### config.mk
export PLATFORM = sky130hd
export DESIGN_NAME = thr_dur_counter
export DESIGN_NICKNAME = d
export VERILOG_FILES = /design/src/rtl/tdc_pkg.sv /design/src/rtl/tdc_rst_sync.sv /design/src/rtl/tdc_timer.sv /design/src/rtl/tdc_qual.sv /design/src/rtl/tdc_counter.sv /design/src/rtl/thr_dur_counter.sv
export SDC_FILE = /design/constraint.sdc
export NUM_CORES = 1
export LEC_CHECK = 0
export ABC_CLOCK_PERIOD_IN_PS = 1850
export CORE_MARGIN = 10
export CORE_UTILIZATION = 47
export DETAILED_ROUTE_END_ITERATION = 8
export GPL_TIMING_DRIVEN = 0
export PLACE_DENSITY = 0.71
export SLEW_MARGIN = 15
export SYNTH_ARGS = -nofsm -noshare
export SYNTH_HDL_FRONTEND = slang
export SYNTH_SLANG_ARGS = --single-unit
### constraint.sdc
create_clock -name clk -period 1.85 [get_ports clk]
set_input_delay 0.555 -clock clk [delete_from_list [all_inputs] [get_ports clk]]
set_output_delay 0.555 -clock clk [all_outputs]
set_load 0.05 [all_outputs]
### src/rtl/tdc_pkg.sv
package tdc_pkg;

  typedef enum logic {
    TMR_IDLE = 1'b0,
    TMR_BUSY = 1'b1
  } tmr_state_e;

endpackage

### src/rtl/tdc_rst_sync.sv
module tdc_rst_sync #(
  parameter int STAGES = 2
) (
  input  logic clk,
  input  logic rst_n,
  output logic rst_sync_n
);

  logic [STAGES-1:0] pipe_q;
  logic [STAGES-1:0] pipe_d;

  always_comb begin
    pipe_d = {pipe_q[STAGES-2:0], 1'b1};
  end

  always_ff @(posedge clk or negedge rst_n) begin
    if (!rst_n) begin
      pipe_q <= '0;
    end else begin
      pipe_q <= pipe_d;
    end
  end

  assign rst_sync_n = pipe_q[STAGES-1];

endmodule

### src/rtl/tdc_timer.sv
module tdc_timer
  import tdc_pkg::*;
#(
  parameter int DUR_W = 12
) (
  input  logic             clk,
  input  logic             rst_n,
  input  logic             evt_start,
  input  logic             evt_end,
  output logic             done,
  output logic [DUR_W-1:0] dur
);

  localparam logic [DUR_W-1:0] DUR_MAX = '1;
  localparam logic [DUR_W-1:0] DUR_ONE = DUR_W'(1);

  tmr_state_e       state_q, state_d;
  logic [DUR_W-1:0] dur_q, dur_d;
  logic             tmr_en;

  // Next-state logic
  always_comb begin
    state_d = state_q;
    dur_d   = dur_q;
    done    = 1'b0;
    case (state_q)
      TMR_IDLE: begin
        if (evt_start) begin
          state_d = TMR_BUSY;
          dur_d   = DUR_ONE;
        end
      end
      TMR_BUSY: begin
        if (evt_end) begin
          done    = 1'b1;
          state_d = TMR_IDLE;
          dur_d   = '0;
        end else if (dur_q != DUR_MAX) begin
          dur_d = dur_q + DUR_ONE;
        end
      end
      default: begin
        state_d = TMR_IDLE;
        dur_d   = '0;
      end
    endcase
  end

  assign tmr_en = (state_q == TMR_BUSY) | evt_start;

  // State registers
  always_ff @(posedge clk or negedge rst_n) begin
    if (!rst_n) begin
      state_q <= TMR_IDLE;
      dur_q   <= '0;
    end else if (tmr_en) begin
      state_q <= state_d;
      dur_q   <= dur_d;
    end
  end

  assign dur = dur_q;


  sat_hold_chk: assert property (@(posedge clk) disable iff (!rst_n)
    (state_q == TMR_BUSY && !evt_end && dur_q == DUR_MAX) |=> (dur_q == DUR_MAX));


  restart_ignored_chk: assert property (@(posedge clk) disable iff (!rst_n)
    (state_q == TMR_BUSY && !evt_end && evt_start && dur_q != DUR_MAX)
      |=> (state_q == TMR_BUSY && dur_q == $past(dur_q) + DUR_ONE));


  idle_end_chk: assert property (@(posedge clk) disable iff (!rst_n)
    (state_q == TMR_IDLE && !evt_start) |=> (state_q == TMR_IDLE && dur_q == '0));

endmodule

### src/rtl/tdc_qual.sv
module tdc_qual #(
  parameter int THR_W    = 6,
  parameter int DUR_W    = 12,
  parameter int LO_SHIFT = 1,
  parameter int HI_SHIFT = 5
) (
  input  logic             clk,
  input  logic             rst_n,
  input  logic             done,
  input  logic [DUR_W-1:0] dur,
  input  logic [THR_W-1:0] thr,
  input  logic             mult_sel,
  input  logic             qualify,
  input  logic             count_en,
  input  logic             freeze,
  output logic             hit
);

  logic [DUR_W-1:0] thr_wide;
  logic [DUR_W-1:0] thr_eff;
  logic             longer;
  logic             hit_d, hit_q;

  assign thr_wide = {{(DUR_W-THR_W){1'b0}}, thr};

  // Scaled threshold and strict comparison
  always_comb begin
    thr_eff = mult_sel ? (thr_wide << HI_SHIFT) : (thr_wide << LO_SHIFT);
    longer  = (dur > thr_eff);
    hit_d   = done & count_en & ~freeze & (~qualify | longer);
  end

  always_ff @(posedge clk or negedge rst_n) begin
    if (!rst_n) begin
      hit_q <= 1'b0;
    end else begin
      hit_q <= hit_d;
    end
  end

  assign hit = hit_q;


  equal_drop_chk: assert property (@(posedge clk) disable iff (!rst_n)
    (done && qualify && dur == thr_eff) |=> !hit_q);


  freeze_drop_chk: assert property (@(posedge clk) disable iff (!rst_n)
    (done && freeze) |=> !hit_q);


  en_drop_chk: assert property (@(posedge clk) disable iff (!rst_n)
    (done && !count_en) |=> !hit_q);

endmodule

### src/rtl/tdc_counter.sv
module tdc_counter #(
  parameter int CNT_W = 32
) (
  input  logic             clk,
  input  logic             rst_n,
  input  logic             hit,
  input  logic             freeze,
  output logic [CNT_W-1:0] count
);

  localparam logic [CNT_W-1:0] CNT_ONE = CNT_W'(1);

  logic [CNT_W-1:0] cnt_q, cnt_d;
  logic             cnt_en;

  always_comb begin
    cnt_en = hit & ~freeze;
    cnt_d  = cnt_q + CNT_ONE;
  end

  always_ff @(posedge clk or negedge rst_n) begin
    if (!rst_n) begin
      cnt_q <= '0;
    end else if (cnt_en) begin
      cnt_q <= cnt_d;
    end
  end

  assign count = cnt_q;


  freeze_hold_chk: assert property (@(posedge clk) disable iff (!rst_n)
    freeze |=> (cnt_q == $past(cnt_q)));


  single_step_chk: assert property (@(posedge clk) disable iff (!rst_n)
    !freeze |=> (cnt_q == $past(cnt_q) || cnt_q == $past(cnt_q) + CNT_ONE));


  wrap_chk: assert property (@(posedge clk) disable iff (!rst_n)
    (hit && !freeze && cnt_q == '1) |=> (cnt_q == '0));

endmodule

### src/rtl/thr_dur_counter.sv
module thr_dur_counter #(
  parameter int THR_W    = 6,
  parameter int CNT_W    = 32,
  parameter int LO_SHIFT = 1,
  parameter int HI_SHIFT = 5
) (
  input  logic             clk,
  input  logic             rst_n,
  input  logic             evt_start,
  input  logic             evt_end,
  input  logic [THR_W-1:0] thr,
  input  logic             mult_sel,
  input  logic             qualify,
  input  logic             count_en,
  input  logic             freeze,
  output logic [CNT_W-1:0] count
);

  localparam int THR_TOP = ((1 << THR_W) - 1) << HI_SHIFT;
  localparam int DUR_W   = $clog2(THR_TOP + 1) + 1;

  logic             rst_s_n;
  logic             done;
  logic [DUR_W-1:0] dur;
  logic             hit;

  tdc_rst_sync #(.STAGES(2)) u_rst (
    .clk        (clk),
    .rst_n      (rst_n),
    .rst_sync_n (rst_s_n)
  );

  tdc_timer #(.DUR_W(DUR_W)) u_timer (
    .clk       (clk),
    .rst_n     (rst_s_n),
    .evt_start (evt_start),
    .evt_end   (evt_end),
    .done      (done),
    .dur       (dur)
  );

  tdc_qual #(
    .THR_W    (THR_W),
    .DUR_W    (DUR_W),
    .LO_SHIFT (LO_SHIFT),
    .HI_SHIFT (HI_SHIFT)
  ) u_qual (
    .clk      (clk),
    .rst_n    (rst_s_n),
    .done     (done),
    .dur      (dur),
    .thr      (thr),
    .mult_sel (mult_sel),
    .qualify  (qualify),
    .count_en (count_en),
    .freeze   (freeze),
    .hit      (hit)
  );

  tdc_counter #(.CNT_W(CNT_W)) u_cnt (
    .clk    (clk),
    .rst_n  (rst_s_n),
    .hit    (hit),
    .freeze (freeze),
    .count  (count)
  );


  reset_clear_chk: assert property (@(posedge clk) !rst_n |-> (count == '0));

endmodule

==> results list, run 1 <==
* Run status: finished, final reports clean
* Port Buf Inserts: 44
- Total of fill cells in the finished design: 464
- The via count of the first global-routing pass came to 2,123.
* H-tree levels: 2
- Element type at the critical path start: register
* Number of enable flip-flop cells after synthesis: 0
* Average size of a mapped cell: 10.5 sq um
- In this design, the stage delay of the slowest critical-path cell is 0.55 ns.
* Fraction of power consumed by the clock network: 38.9%
* Area of the core region: 0.00551 sq mm
- For this run, the post-layout net count is 338.
* Critical Path Slowest Stage Cell: sky130_fd_sc_hd__dlygate4sd2_1
- IR analysis of the VDD net gives a maximum drop of 339 uV.
- Largest net degree at the start of global routing: 27
- Die extent in y: 95.1 microns
- Share of synthesized registers carrying an async set or reset: 100%
- Int Power: 1.74 mW
* Detailed-routing iteration count for the pre-antenna-repair pass: 4
- For the finished layout, the period the worst path requires is 1.82 ns.
- At the worst endpoint, the required time is 1.29 ns.
- Remaining DRCs: 0
- Critical path class: register to output port
- Once routing completed, OpenROAD measured the worst setup slack at 0.0339 ns.
- After legalization and detailed placement, the total HPWL measured 4410 microns.
- Dividing the detail-routed via count by the number of cells gives 5.46.
- For this block, the via count after detailed routing is 2,103.
* Diode insertion count for antenna repair: 0
- Power Total: 2.32 mW
- Cells along the critical path: dlygate4sd2_1
- Delay-heaviest family, CP: buffers and inverters
* Clk_lat worst skew: 0.30 ns
- Max FO, Critical Path: 4
* Max_cap viols: 0
* Fin cells: 385
* RSZ-0062 raised after global routing: no
* Total gr overflow: 0
* Number of nets with antenna violations after routing: 0
- Number of synthesized register bits: 48
* Clock sink count: 48
- Timing would allow up to 0.551 GHz.
* Pre-CTS WS: -0.469 ns
- Instance count after placement with tap cells included: 370
* Netlist cell types: 46
- Setup TNS: 0 ns
- Average detailed-routed wire length per instance: 15.5 microns
- Crit path DAT: 1.26 ns
- CP endpoint kind: output port
* Ports: 46
- Most common cell after layout, fill and taps aside: sky130_fd_sc_hd__dfrtp_1
* Number of hold violations in the final report: 0
- Period utilisation layout: 98.2%
- Antenna violations before repair: 0
- In this run the cell area of the synthesized design comes to 0.00265 sq mm.
- Core Rows: 27
* Reg clk slew, reported paths: 0.10 ns
* Area added between synthesis and finish: 28.7%
- The congestion estimate from routability-driven global placement came to 0.835.
- On the final layout, the worst clock skew is 0.0133 ns.
- In this run the worst hold path is classified as register to async pin.
- Floorplan die area: 0.00905 sq mm
- Setup violations remaining at the end of the flow were counted as 0.
- Slew Limit Fails: 0
- The post-route netlist has 17.9% of its cells at a drive strength greater than 1.
- The library cells used most frequently in the layout, excluding fill and tap cells, are sky130_fd_sc_hd__dfrtp_1, sky130_fd_sc_hd__xnor2_1, sky130_fd_sc_hd__nand2_1.
- Wire length after detailed routing: 5970 microns
- TritonCTS built the clock tree.
- For this design the static power due to leakage is 1.67 nW.
- Global routing consumed, over all layers together, 13.5% of the routing resources.
- The startpoint identified for the worst register-to-register timing path is u_timer.dur[0].
- The Yosys step of the flow raised 0 warnings.
- The clock passes through at most 2 buffers.
- Gate count after technology mapping: 253
- Clock Root Buffer: sky130_fd_sc_hd__clkbuf_8
- Combinational cells account for 12.4% of the total power.
* Predominant post-synthesis flop cell: sky130_fd_sc_hd__dfrtp_1
- Sequential elements use 45.3% of the synthesized area.
* Number of clock buffers inserted by TritonCTS: 5
* Total power per unit cell area: 680 mW/mm^2
- The first global-routing pass estimated 10,000 microns of wire.
* Psw: 581 uW
- The number of nets handed over by synthesis was 279.
* CP bufs+invs: 1
* Number of design-rule violations left by the first detailed-router iteration: 87
- Register share of total power: 48.7%
- In this run switching power makes up 25.0% of total power.
- The initial utilization of the core area, before any placement, comes to 48.2%.
- Die outline width: 95.1 microns
- Tracing the worst setup path back leads to its startpoint at u_cnt.count[2].
[Yosys cell counts (3+ instances only)]
| library cell | number | area share [%] |
|---|---|---|
| sky130_fd_sc_hd__dfrtp_1 | 48 | 45 |
| sky130_fd_sc_hd__o21ai_0 | 6 | 1.1 |
| sky130_fd_sc_hd__clkbuf_1 | 4 | 0.57 |
| sky130_fd_sc_hd__xor2_1 | 5 | 1.7 |
| sky130_fd_sc_hd__and3_1 | 8 | 1.9 |
| sky130_fd_sc_hd__ha_1 | 12 | 5.7 |
| sky130_fd_sc_hd__nor4_1 | 4 | 0.94 |
| sky130_fd_sc_hd__nand4b_1 | 4 | 1.3 |
| sky130_fd_sc_hd__nand2b_1 | 7 | 1.7 |
| sky130_fd_sc_hd__o31ai_1 | 11 | 3.1 |
| sky130_fd_sc_hd__nand3_1 | 13 | 2.5 |
| sky130_fd_sc_hd__nor2_1 | 9 | 1.3 |
| sky130_fd_sc_hd__and4_1 | 3 | 0.99 |
| sky130_fd_sc_hd__a31oi_1 | 3 | 0.71 |
| sky130_fd_sc_hd__mux2i_1 | 6 | 2.3 |
| sky130_fd_sc_hd__nand2_1 | 23 | 3.3 |
| sky130_fd_sc_hd__xnor2_1 | 26 | 8.6 |
| sky130_fd_sc_hd__a21oi_1 | 3 | 0.57 |
| sky130_fd_sc_hd__and2_1 | 3 | 0.71 |
| sky130_fd_sc_hd__inv_1 | 5 | 0.71 |
| sky130_fd_sc_hd__nand4_1 | 14 | 3.3 |
| sky130_fd_sc_hd__nor2b_1 | 5 | 1.2 |
[repair_timing]
action	CTS	global route
setup buffers	4	1
hold buffers	0	0
gates cloned	1	1
endpoints found under the setup margin	50	40
gates resized for setup	53	37
pin swaps	6	9
[registers in the layout, indices dropped and copies added, names as in the netlist]
signal and flops:
u_timer.state_q 1, u_cnt.count 32, u_rst.pipe_q 2, u_timer.dur 12
u_qual.hit 1
[routing by layer]
metal,global-route usage (%),wire length [microns]
met5,0,0
met4,3.99,60
met3,3.69,337
met2,22.4,2920
met1,16.7,2650
[cells by family after synthesis]
| kind of cell | share of synthesized area, % |
|---|---|
| buf+inv | 3.07 |
| mux | 2.69 |
| xor+xnor | 10.2 |
| flops | 45.3 |
| other cells | 0.141 |
| simple gates | 24.5 |
| fa+ha+maj | 5.66 |
| compound gates | 8.44 |
[metrics by stage]
step | util [%] | hold WS, ns | instance area (sq um)
global route | 62.0 | 0.278 | 3410
finish | 62.0 | 0.219 | 3410
detailed placement | 58.4 | 0.248 | 3220
floorplan | - | 0.259 | 2670
CTS | 61.6 | 0.251 | 3390
global placement | 58.0 | 0.335 | 3200
[final cells by class]
cell class	count	area, sq um	share of cell area, %
flip-flops and latches	48	1210	35.3
inverters	5	18.8	0.550
clock inverters	3	68.8	2.02
well taps	72	90.1	2.64
clock buffers	5	68.8	2.02
multi-input cells	190	1430	41.9
repair buffers	52	464	13.6
plain buffers	10	67.6	1.98
[path summary, 6_finish.rpt]
| kind | endpoint | slack (ns) | depth (start not counted) |
|---|---|---|---|
| hold / removal | u_cnt.count[23] | 0.22 | 0 |
| hold reg to reg | u_cnt.count[23] | 0.22 | 0 |
| setup / recovery | count[2] | 0.03 | 1 |
| setup reg to reg | u_timer.dur[7] | 0.08 | 6 |
| min in group clk | u_rst.pipe_q[1] | 0.36 | 0 |
| max in group asynchronous | u_cnt.count[1] | 1.10 | 1 |
[power groups by stage]
| stage | combinational, mW | sequential, mW | clock (mW) |
|---|---|---|---|
| 6_report | 0.287 | 1.13 | 0.904 |
| 5_1_grt | 0.318 | 1.14 | 0.971 |
| 2_1_floorplan | 0.124 | 1.21 | 0 |
| 3_5_place_dp | 0.293 | 1.15 | 0 |
| 3_3_place_gp | 0.271 | 1.16 | 0 |
| 4_1_cts | 0.283 | 1.13 | 0.929 |
No activity file was read; power rests on OpenSTA's default activity.
==> run 2: changes to the inputs <==
- SLEW_MARGIN: 15 -> 25
==> results of run 2 <==
Final layout, timing and power as in run 1 (identical DEF).
